$ cat src/rtl/bus_term_pkg.sv
package bus_term_pkg;
  typedef enum logic [1:0] {
    ST_IDLE = 2'd0,
    ST_WAIT = 2'd1,
    ST_TERM = 2'd2,
    ST_REL  = 2'd3
  } bt_state_e;

  // active-high termination flags, inverted at the pins
  typedef struct packed {
    logic dtack;
    logic berr;
    logic halt;
  } term_t;
endpackage

$ cat src/rtl/bt_sync.sv
module bt_sync #(
  parameter int W = 1,
  parameter int STAGES = 2,
  parameter logic [W-1:0] RST_VAL = '0
) (
  input  logic         clk,
  input  logic         rst_n,
  input  logic [W-1:0] d,
  output logic [W-1:0] q
);
  logic [STAGES-1:0][W-1:0] stg;

  always_ff @(posedge clk or negedge rst_n) begin
    if (!rst_n) begin
      for (int i = 0; i < STAGES; i++) stg[i] <= RST_VAL;
    end else begin
      stg[0] <= d;
      for (int i = 1; i < STAGES; i++) stg[i] <= stg[i-1];
    end
  end

  assign q = stg[STAGES-1];
endmodule

$ cat src/rtl/bt_watchdog.sv
module bt_watchdog #(
  parameter int CNT_W = 8
) (
  input  logic             clk,
  input  logic             rst_n,
  input  logic             clr,
  input  logic             run,
  input  logic [CNT_W-1:0] limit,
  output logic             expired
);
  logic [CNT_W-1:0] cnt;

  assign expired = run && (cnt == limit);

  always_ff @(posedge clk or negedge rst_n) begin
    if (!rst_n)                cnt <= '0;
    else if (clr)              cnt <= '0;
    else if (run && !expired)  cnt <= cnt + 1'b1;
  end

  // the count never runs past the limit while waiting
  a_r4_cnt_capped: assert property (@(posedge clk) disable iff (!rst_n)
    (run && expired && !clr) |=> (cnt == $past(cnt)));
endmodule

$ cat src/rtl/bt_fsm.sv
module bt_fsm
  import bus_term_pkg::*;
(
  input  logic  clk,
  input  logic  rst_n,
  input  logic  as_act,
  input  logic  ds_act,
  input  logic  rd,
  input  logic  rdy,
  input  logic  chk_en,
  input  logic  chk_done,
  input  logic  chk_err,
  input  logic  chk_retry,
  input  logic  wd_expired,
  output logic  wd_clr,
  output logic  wd_run,
  output term_t term_q,
  output logic  err_set,
  output logic  err_chk
);
  bt_state_e state, state_nxt;
  term_t     term_nxt;
  logic      chk_path, data_ok;

  assign wd_clr   = (state == ST_IDLE);
  assign wd_run   = (state == ST_WAIT);
  assign chk_path = chk_en && rd;
  assign data_ok  = rdy && (rd || ds_act);

  always_comb begin
    state_nxt = state;
    term_nxt  = term_q;
    err_set   = 1'b0;
    err_chk   = 1'b0;
    unique case (state)
      ST_IDLE: if (as_act) state_nxt = ST_WAIT;
      ST_WAIT: begin
        if (!as_act) begin
          state_nxt = ST_REL;
        end else if (data_ok && (!chk_path || chk_done)) begin
          state_nxt = ST_TERM;
          if (chk_path && chk_err) begin
            err_set  = 1'b1;
            err_chk  = 1'b1;
            term_nxt = chk_retry ? '{dtack: 1'b0, berr: 1'b1, halt: 1'b1}
                                 : '{dtack: 1'b1, berr: 1'b1, halt: 1'b0};
          end else begin
            term_nxt = '{dtack: 1'b1, berr: 1'b0, halt: 1'b0};
          end
        end else if (wd_expired) begin
          state_nxt = ST_TERM;
          err_set   = 1'b1;
          term_nxt  = '{dtack: 1'b0, berr: 1'b1, halt: 1'b0};
        end
      end
      ST_TERM: if (!as_act) begin
        state_nxt = ST_REL;
        term_nxt  = '0;
      end
      ST_REL: state_nxt = ST_IDLE;
      default: state_nxt = ST_IDLE;
    endcase
  end

  always_ff @(posedge clk or negedge rst_n) begin
    if (!rst_n) begin
      state  <= ST_IDLE;
      term_q <= '0;
    end else begin
      state  <= state_nxt;
      term_q <= term_nxt;
    end
  end

  // leaving terminate drops every termination output
  a_r8_release_all: assert property (@(posedge clk) disable iff (!rst_n)
    (state == ST_TERM && !as_act) |=> (term_q == '0));
  // outputs only active while the machine is terminating
  a_r2_term_only_in_term: assert property (@(posedge clk) disable iff (!rst_n)
    (term_q != '0) |-> (state == ST_TERM));
endmodule

$ cat src/rtl/bus_term.sv
module bus_term
  import bus_term_pkg::*;
#(
  parameter int WD_W = 8,
  parameter int SYNC_STAGES = 2
) (
  input  logic            clk,
  input  logic            rst_n,
  input  logic            as_n,
  input  logic            uds_n,
  input  logic            lds_n,
  input  logic            rd_wr_n,
  input  logic            slave_rdy,
  input  logic            chk_en,
  input  logic            chk_done,
  input  logic            chk_err,
  input  logic            chk_retry,
  input  logic [WD_W-1:0] wd_limit,
  input  logic            err_clr,
  output logic            dtack_n,
  output logic            berr_n,
  output logic            halt_n,
  output logic            err_valid,
  output logic            err_src
);
  localparam int SYNC_W = 5;
  localparam logic [SYNC_W-1:0] SYNC_RST = 5'b11110;

  logic [SYNC_W-1:0] raw_bus, syn_bus;
  logic  as_s, uds_s, lds_s, rd_s, rdy_s;
  logic  wd_clr, wd_run, wd_expired, err_set, err_chk;
  term_t term_q;

  assign raw_bus = {as_n, uds_n, lds_n, rd_wr_n, slave_rdy};
  assign {as_s, uds_s, lds_s, rd_s, rdy_s} = syn_bus;

  bt_sync #(.W(SYNC_W), .STAGES(SYNC_STAGES), .RST_VAL(SYNC_RST)) u_sync (
    .clk(clk), .rst_n(rst_n), .d(raw_bus), .q(syn_bus)
  );

  bt_watchdog #(.CNT_W(WD_W)) u_wd (
    .clk(clk), .rst_n(rst_n), .clr(wd_clr), .run(wd_run),
    .limit(wd_limit), .expired(wd_expired)
  );

  bt_fsm u_fsm (
    .clk(clk), .rst_n(rst_n),
    .as_act(!as_s), .ds_act(!uds_s || !lds_s), .rd(rd_s), .rdy(rdy_s),
    .chk_en(chk_en), .chk_done(chk_done), .chk_err(chk_err),
    .chk_retry(chk_retry), .wd_expired(wd_expired),
    .wd_clr(wd_clr), .wd_run(wd_run), .term_q(term_q),
    .err_set(err_set), .err_chk(err_chk)
  );

  always_ff @(posedge clk or negedge rst_n) begin
    if (!rst_n) begin
      err_valid <= 1'b0;
      err_src   <= 1'b0;
    end else if (err_set) begin
      err_valid <= 1'b1;
      err_src   <= err_chk;
    end else if (err_clr) begin
      err_valid <= 1'b0;
    end
  end

  assign dtack_n = !term_q.dtack;
  assign berr_n  = !term_q.berr;
  assign halt_n  = !term_q.halt;

  // halt only together with bus error
  a_r8_halt_needs_berr: assert property (@(posedge clk) disable iff (!rst_n)
    !halt_n |-> !berr_n);
  // bus error and halt leave together
  a_r8_joint_release: assert property (@(posedge clk) disable iff (!rst_n)
    (!berr_n && !halt_n) |=> (berr_n == halt_n));
  // acknowledge and halt never together
  a_r7_no_dtack_with_halt: assert property (@(posedge clk) disable iff (!rst_n)
    !(!dtack_n && !halt_n));
  // every bus error leaves the sticky flag set
  a_r9_berr_sets_flag: assert property (@(posedge clk) disable iff (!rst_n)
    $fell(berr_n) |-> err_valid);
endmodule

$ cat config.mk
export PLATFORM = sky130hd
export DESIGN_NAME = bus_term
export DESIGN_NICKNAME = d
export VERILOG_FILES = /design/src/rtl/bus_term_pkg.sv /design/src/rtl/bt_sync.sv /design/src/rtl/bt_watchdog.sv /design/src/rtl/bt_fsm.sv /design/src/rtl/bus_term.sv
export SDC_FILE = /design/constraint.sdc
export NUM_CORES = 1
export LEC_CHECK = 0
export ABC_AREA = 1
export BUFFER_PORTS_ARGS = -buffer_cell sky130_fd_sc_hd__buf_2
export CAP_MARGIN = 20
export CORE_MARGIN = 2
export CORE_UTILIZATION = 58
export CTS_BUF_LIST = sky130_fd_sc_hd__clkbuf_4 sky130_fd_sc_hd__clkbuf_8 sky130_fd_sc_hd__clkbuf_16
export CTS_CLUSTER_DIAMETER = 80
export CTS_CLUSTER_SIZE = 8
export DETAILED_ROUTE_END_ITERATION = 8
export GPL_TIMING_DRIVEN = 0
export PLACE_DENSITY = 0.83
export SLEW_MARGIN = 20
export SYNTH_ARGS = -nofsm -noshare
export SYNTH_HDL_FRONTEND = slang
export SYNTH_SLANG_ARGS = --single-unit
$ cat constraint.sdc
create_clock -name clk -period 2.6 [get_ports clk]
set_input_delay 0.13 -clock clk [delete_from_list [all_inputs] [get_ports clk]]
set_output_delay 0.13 -clock clk [all_outputs]
set_load 0.05 [all_outputs]
Word-level counts from Yosys, hierarchy flattened
Cells that the tools add are included.
Cells by class
  add/sub/neg operators: 1
  mux-type cells: 25
  reductions and logical operators: 22
  equal/unequal tests: 9
Operators by type and width (count)
  $mux W3: 6
  $mux W8: 2
  $mux W1: 10
  $mux W2: 5
  $add A8 B1 Y8 const B: 1
  $eq A8 B8 Y1: 1
  $pmux W2 S4: 1
  $logic_not A1 Y1: 7
  $logic_and A1 B1 Y1: 6
  $ne A2 B2 Y1 const B: 3
  $pmux W3 S2: 1
  $reduce_bool A2 Y1: 3
  $eq A2 B2 Y1 const B: 2
  $ne A4 B3 Y1 const B: 1
  $reduce_and A4 Y1: 1
  $logic_or A1 B1 Y1: 3
  $ne A3 B2 Y1 const B: 1
  $reduce_and A3 Y1: 1
  $eq A2 B1 Y1 const B: 1
  $logic_not A2 Y1: 1
Word-level totals
  word-level logic and storage cells: 66
  flip-flop bits (word level): 25

Logic depth before layout (Yosys ltp)
Gate-level depths: netlist of the first run.
  word-level depth: 9
  mapped depth: 10

Modules after synthesis
Synthesis of the first run repeated with hierarchy kept, for this count alone.
Second synthesis, totals
  cell total of the unflattened synthesis: 193
  area total of the unflattened synthesis: 1521.5 sq um
By module, submodules not included
  bt_watchdog: instances 1, cells an instance 103, seq. area each 200.2 sq um, area an instance 688.2 sq um
  bt_fsm: instances 1, cells an instance 61, seq. area each 125.1 sq um, area an instance 440.4 sq um
  bt_sync: instances 1, cells an instance 15, seq. area each 260.2 sq um, area an instance 297.8 sq um
  bus_term: instances 1, cells an instance 14, seq. area each 50.0 sq um, area an instance 95.1 sq um

Worst setup path before layout of the first run
Ideal clock, no wire load.
  path kind: register -> register
  start: register u_fsm.state[1]
  end: register u_fsm.state[0]
  setup time: 0.116 ns
  data required time: 2.484 ns
  setup slack: 1.239 ns
  path buffers: 0
  cell stages (with the launch flop): 8
  period minus slack after synthesis: 1.361 ns
  arrival time: 1.244 ns
  cells stage by stage: dfrtp_1 > inv_1 > ha_1 > inv_1 > nor2_1 > nand3_2 > nand3_1 > nand2_1
Between the ends
  longest elaborated chain between the ends: 4
  elaborated cells between the ends (all ways): 10
  those cells by class: eq/ne (6); mux (1); reduce/logical (3)
RTL lines
  start, declared: line bt_fsm.sv:21  | bt_state_e state, state_nxt;
  start signal, assigned: line bt_fsm.sv:70  | state <= state_nxt;
  $eq A2 B1 Y1: line bt_fsm.sv:26, bt_fsm.sv:35
  $logic_and A1 B1 Y1: line bt_watchdog.sv:13  | assign expired = run && (cnt == limit);
  $ne A4 B3 Y1 (no source line)
  $reduce_and A3 Y1 (no source line)
Several ways; a longest one is shown, not always the timed one.
A chain may end at the register's enable or synchronous reset.

Final worst setup path of the first run
  start: register u_fsm.state[1]
  end: register u_fsm.state[1]
Same word-level chain as after synthesis.

==> flow_summary.json, run 1 <==
{
  "run_status": "completed",
  "setup_viol": 0,
  "leakage_nw": 0.859,
  "path_class": "reg -> reg",
  "worstMarginPinSlew_ns": 0.531,
  "grt_start_max_net_pins": 26,
  "synth_top_family_by_area": "simple AND/OR/NAND/NOR gates",
  "synth_compound_area_frac": 0.0186,
  "antenna_found_initial": 0,
  "grt_overflow": 0,
  "hold_end": "err_src",
  "grt_pass1_vias": 1113,
  "timing.rr.start": "u_fsm.state[1]",
  "synth_nets": 186,
  "cellPowerDensity_nw_per_um2": 808,
  "fin_area_sq_um": 1600,
  "power.total_mw": 1.29,
  "register_area_sq_um": 636,
  "min-delay-start": "chk_err",
  "cts_buffers": 3,
  "rows": 17,
  "cts_resized": 0,
  "nets": 222,
  "setup.worst_path.end_class": "flip-flop",
  "avgSynthCellArea_sq_um": 8.30,
  "firstDrtPassIters": 4,
  "cp-start-kind": "flip-flop",
  "final_cell_mix": "nand2_1 (50), buf_2 (25), nand3_1 (22), inv_1 (21), dfrtp_1 (17)",
  "area_growth_pct": 19.0,
  "finalHoldViolations": 0,
  "cts_buffer_depth": 2,
  "cap_violations": 0,
  "reg2reg_depth": 8,
  "dp_hpwl_um": 1970,
  "crit_arrival_ns": 1.86,
  "initialDrtViolationCount": 34,
  "synth_cell_type_count": 26,
  "slew-limit-headroom": 0.646,
  "synth_xor_area_frac": 0.0456,
  "final_layout_size_suffix_gt1_frac": 0.234,
  "required_ns": 2.87,
  "fmaxAchievable_ghz": 0.627,
  "ant_nets": 0,
  "clock_sink_count": 25,
  "dieWidth_um": 52.2,
  "multiInputGateArea_sq_um": 609,
  "h-tree-depth": 1,
  "port_buffers": 24,
  "fin_worst_skew_ns": 0.00669,
  "ioPinCount": 25,
  "synthTopCellsByArea": "dfrtp_1 (32%), dfstp_2 (16%), nand2_1 (14%)",
  "wirelength_um": 2630,
  "place.gp.congestion": 0.865,
  "vdd_drop_max_uv": 579,
  "synth-seq-cells": 25,
  "cts_root_buf": "clkbuf_4",
  "wl_per_cell_um": 11.7,
  "cts_tree": "built",
  "mostFrequentLayoutCell": "nand2_1",
  "fillerInstances": 177,
  "worstPathCellList": "inv_1 > ha_1 > inv_1 > nor2_1 > nand3_2 > nand2_1 > nand2_1 > nand2_1",
  "grt_first_pass_wirelength_um": 4490,
  "critPathMaxFanout": 4,
  "synthAdderAreaFrac": 0.0372,
  "synth_area_leader_cell": "dfrtp_1",
  "path_depth": 8,
  "tns_ns": 0,
  "r2r_setup_slack_ns": 1.00,
  "cpMaxStageDelayCell": "dfrtp_1",
  "muxShareOfSynthArea": 0,
  "min_path_cells": 5,
  "critical-path-max-stage-delay_ns": 0.45,
  "hold_class": "in -> reg",
  "instances_no_fill": 225,
  "drc": 0,
  "antenna_cells": 0,
  "fp.coreArea_sq_um": 2210,
  "die-area_sq_um": 2720,
  "clock_latency_ns": 0.32,
  "path_buf_inv": 2,
  "clkTransAtPathRegs_ns": 0.15,
  "r2r-end": "u_fsm.state[1]",
  "netlist_area_sq_um": 1350,
  "syn_inst": 162,
  "place_inst": 214,
  "min_period_ns": 1.60,
  "critical-path-top-delay-family": "simple AND/OR/NAND/NOR gates",
  "slew_viol_final": 0,
  "via_count": 1162,
  "worst_path_most_repeated_cell": "nand2_1",
  "post-route-util": 0.723,
  "place_area_sq_um": 1500,
  "rsz0062_at_grt": "false",
  "final_min_period_over_clock_period": 0.614,
  "seq_area_frac_synth": 0.473,
  "synth-simple-area-share": 0.352,
  "post_drt_via_cell_ratio": 5.16,
  "yosysWarnings": 0,
  "grtUsageTotal": 0.225,
  "yosysTopAreaCellShare": 0.316,
  "start_util": 0.608,
  "die_h_um": 52.2
}
## worst max path at each step
stage | slack (ns) | from | to
after floorplan | 1.24 | u_fsm.state[1] | u_fsm.state[0]
after global placement | 1.13 | u_fsm.state[1] | u_fsm.state[1]
after detailed placement | 1.08 | u_fsm.state[1] | u_fsm.state[1]
after CTS | 1.03 | u_fsm.state[1] | u_fsm.state[1]
after global routing | 0.94 | u_fsm.state[1] | u_fsm.state[1]
final | 1.00 | u_fsm.state[1] | u_fsm.state[1]
## power by group
| part | internal (mW) | switching, mW |
|---|---|---|
| registers | 0.457 | 0.0467 |
| clock network | 0.0587 | 0.121 |
| logic | 0.194 | 0.416 |
## synthesized netlist by cell type
cell type,n
nand3_4,1
nor2_2,2
nand2_2,1
nand2_8,1
o211ai_1,1
inv_2,1
nor3_1,4
nand2_4,1
nand3b_1,5
nand3_2,1
ha_1,4
inv_1,21
inv_6,1
and3_1,1
nor3b_1,1
buf_2,1
o21a_1,1
nor2_1,7
dfrtp_1,17
dfstp_2,8
nand2_1,50
o21ai_0,2
nand3_1,22
clkinv_1,1
xor2_1,4
xnor2_1,3
## per-layer routing
metal,routed length [um],GRT usage,vias to the layer above
met1,1150,0.285,559
met5,0,0,-
li1,-,-,578
met4,17,0.0897,0
met2,1380,0.384,23
met3,84,0.0345,2
## worst min-delay path, delay by kind of cell
family	cells	cell delay [ns]
simple gates	3	0.25
buf+inv	2	0.16
## metrics by stage
step | hold slack [ns] | setup WS, ns
global placement | 0.135 | 1.13
floorplan | -0.166 | 1.24
CTS | 0.240 | 1.03
detailed placement | 0.143 | 1.08
finish | 0.244 | 1.00
global route | 0.259 | 0.939
## sequential cells by signal (all words and copies together) (netlist names)
name          count
err_src           1
err_valid         1
u_fsm.state       2
u_fsm.term_q      3
u_sync.q          5
u_sync.stg        5
u_wd.cnt          8
## area by class of cell
cell class	instances	area share
Inverter	24	0.0594
Sequential cell	25	0.397
Clock inverter	1	0.00469
Buffer	1	0.00313
Timing Repair Buffer	31	0.119
Clock buffer	3	0.0141
Multi-Input combinational cell	112	0.381
Tap cell	28	0.0219
## logic make-up (layout without fill, tap and decap cells)
group           after synthesis  in the layout
simple gates                 97             97
flops                        25             25
buf+inv                      25             60
xor+xnor                      7              7
fa+ha+maj                     4              4
compound gates                4              4
## repair_timing
item	4_1_cts	5_1_grt
hold buffers	7	0
endpoints found under the hold margin	23	0
setup buffers	0	0
(Power assumes the default switching activity.)
==> inputs of run 2 (changes only) <==
CORE_UTILIZATION = 54   (was 58)
PLACE_DENSITY = 0.78   (was 0.83)
clock period = 1.5 ns   (was 2.6 ns; I/O delays follow)
==> flow_summary.json, run 2 (synthesis results as in run 1) <==
{
  "area_growth_pct": 22.8,
  "cap_violations": 0,
  "place.gp.congestion": 0.793,
  "r2r_setup_slack_ns": 0.04,
  "crit_arrival_ns": 1.74,
  "via_count": 1143,
  "highest_layer": "met4",
  "power_frac_comb": 0.492,
  "reg2reg_depth": 7,
  "critPathMaxFanout": 6,
  "cts_buffers": 3,
  "cp-start-kind": "flip-flop",
  "min_period_ns": 1.46,
  "final_min_period_over_clock_period": 0.973,
  "clock_sink_count": 25,
  "wl_met2_um": 1450,
  "slew_viol_final": 0,
  "required_ns": 1.78,
  "cts_buffer_depth": 2,
  "place_area_sq_um": 1500,
  "rows": 18,
  "grt_start_max_net_pins": 26,
  "wirelength_um": 2690,
  "hold_class": "in -> reg",
  "finalHoldViolations": 0,
  "start_util": 0.558,
  "dieWidth_um": 53.9,
  "leakage_nw": 0.870,
  "worstMarginPinSlew_ns": 0.525,
  "grt_overflow": 0,
  "cellPowerDensity_nw_per_um2": 1420,
  "largest_register_ffs": 8,
  "final_layout_size_suffix_gt1_frac": 0.281,
  "regMostFlops": "u_wd.cnt",
  "m1WireLength_um": 1130,
  "firstDrtPassIters": 4,
  "antenna_cells": 0,
  "initialDrtViolationCount": 10,
  "finalWorstSetupSlack_ns": 0.0406,
  "power.total_mw": 2.35,
  "grt_first_pass_wirelength_um": 4460,
  "clkTransAtPathRegs_ns": 0.14,
  "fillerInstances": 192,
  "setup_viol": 0,
  "drc": 0,
  "clock_latency_ns": 0.33,
  "ioPinCount": 25,
  "die_h_um": 53.9,
  "cts_tree": "built",
  "run_status": "completed",
  "nets": 224,
  "hold_end": "err_src",
  "intPower_mw": 1.30,
  "die-area_sq_um": 2910,
  "setup.worst_path.end_class": "flip-flop",
  "tns_ns": 0,
  "mostFrequentLayoutCell": "nand2_1",
  "seq_power_share": 0.378,
  "min_path_cells": 5,
  "antenna_found_initial": 0,
  "h-tree-depth": 1,
  "power.switching_mw": 1.04,
  "grtUsageTotal": 0.214,
  "port_buffers": 24,
  "fp.coreArea_sq_um": 2410,
  "fin_worst_skew_ns": 0.00728,
  "dp_slack_ns": -0.0449,
  "slew-limit-headroom": 0.650,
  "p_clk_frac": 0.130,
  "ant_nets": 0,
  "cts_root_buf": "clkbuf_4",
  "startpoint": "u_fsm.state[1]",
  "r2r-end": "u_fsm.state[0]",
  "route.met3.wl_um": 71,
  "dp_hpwl_um": 1950,
  "min-delay-start": "chk_err",
  "final_cell_mix": "nand2_1 (50), buf_2 (25), nand3_1 (21), inv_1 (20), dfrtp_1 (16)",
  "path_class": "reg -> reg",
  "fmaxAchievable_ghz": 0.685,
  "grt_pass1_vias": 1132,
  "switching_share": 0.445,
  "post_drt_via_cell_ratio": 4.99,
  "fin_area_sq_um": 1650,
  "vdd_drop_max_uv": 944,
  "fin_hold_ws_ns": 0.170,
  "timing.rr.start": "u_fsm.state[1]",
  "wl_per_cell_um": 11.7
}
[run 2: changes by cell type in the layout (fill, tap and decap cells not counted), sizes merged]
cell  previous run  this run
buf             25        27
[run 2: cell type report]
class | instances | area [sq um] | share of cell area
Inverter | 24 | 98.8 | 0.0598
Timing Repair Buffer | 33 | 205 | 0.124
Sequential cell | 25 | 637 | 0.386
Tap cell | 30 | 37.5 | 0.0227
Buffer | 1 | 5.00 | 0.00303
Clock inverter | 1 | 5.00 | 0.00303
Multi-Input combinational cell | 112 | 641 | 0.388
Clock buffer | 3 | 22.5 | 0.0136
[run 2: layer usage]
layer	track usage	up-vias
li1	-	577
met1	0.227	543
met2	0.400	21
met3	0.0389	2
met4	0.103	0
met5	0	-
[run 2: power groups by stage]
stage / Combinational [mW] / Clock, mW / Sequential, mW
final: 1.15 / 0.304 / 0.888
after global routing: 1.27 / 0.344 / 0.904
after CTS: 1.05 / 0.316 / 0.876
after detailed placement: 1.02 / 0 / 0.887
after global placement: 0.973 / 0 / 0.879
after floorplan: 0.741 / 0 / 0.929
[run 2: worst max path at each step]
stage,depth (start not counted),slack [ns],end
after global routing,7,-0.03,u_fsm.state[1]
final,7,0.04,u_fsm.state[0]
after global placement,8,0.04,u_fsm.state[1]
after detailed placement,8,-0.04,u_fsm.state[0]
after CTS,7,0.007,u_fsm.state[0]
after floorplan,7,0.14,u_fsm.state[0]
[run 2: worst max-delay path, cell delays in order, from the launching register on]
cell        delay [ns]
dfrtp_1           0.45
inv_1             0.15
ha_1              0.22
clkinvlp_4        0.14
o21a_1            0.24
nand2_1           0.10
nand2_1           0.05
nand2_1           0.06
[run 2: repair_timing]
item / in CTS / in global routing
gates resized for setup: 2 / 8
endpoints found under the setup margin: 7 / 15
cloned: 0 / 0
hold endpoints to repair: 23 / 0
buffers inserted: 0 / 2
hold buffers: 7 / 0
[run 2: through the flow]
step           cells   util
2_1_floorplan    162      -
3_3_place_gp     216  0.624
3_5_place_dp     216  0.624
4_1_cts          227  0.667
5_1_grt          229  0.685
6_report         229  0.685
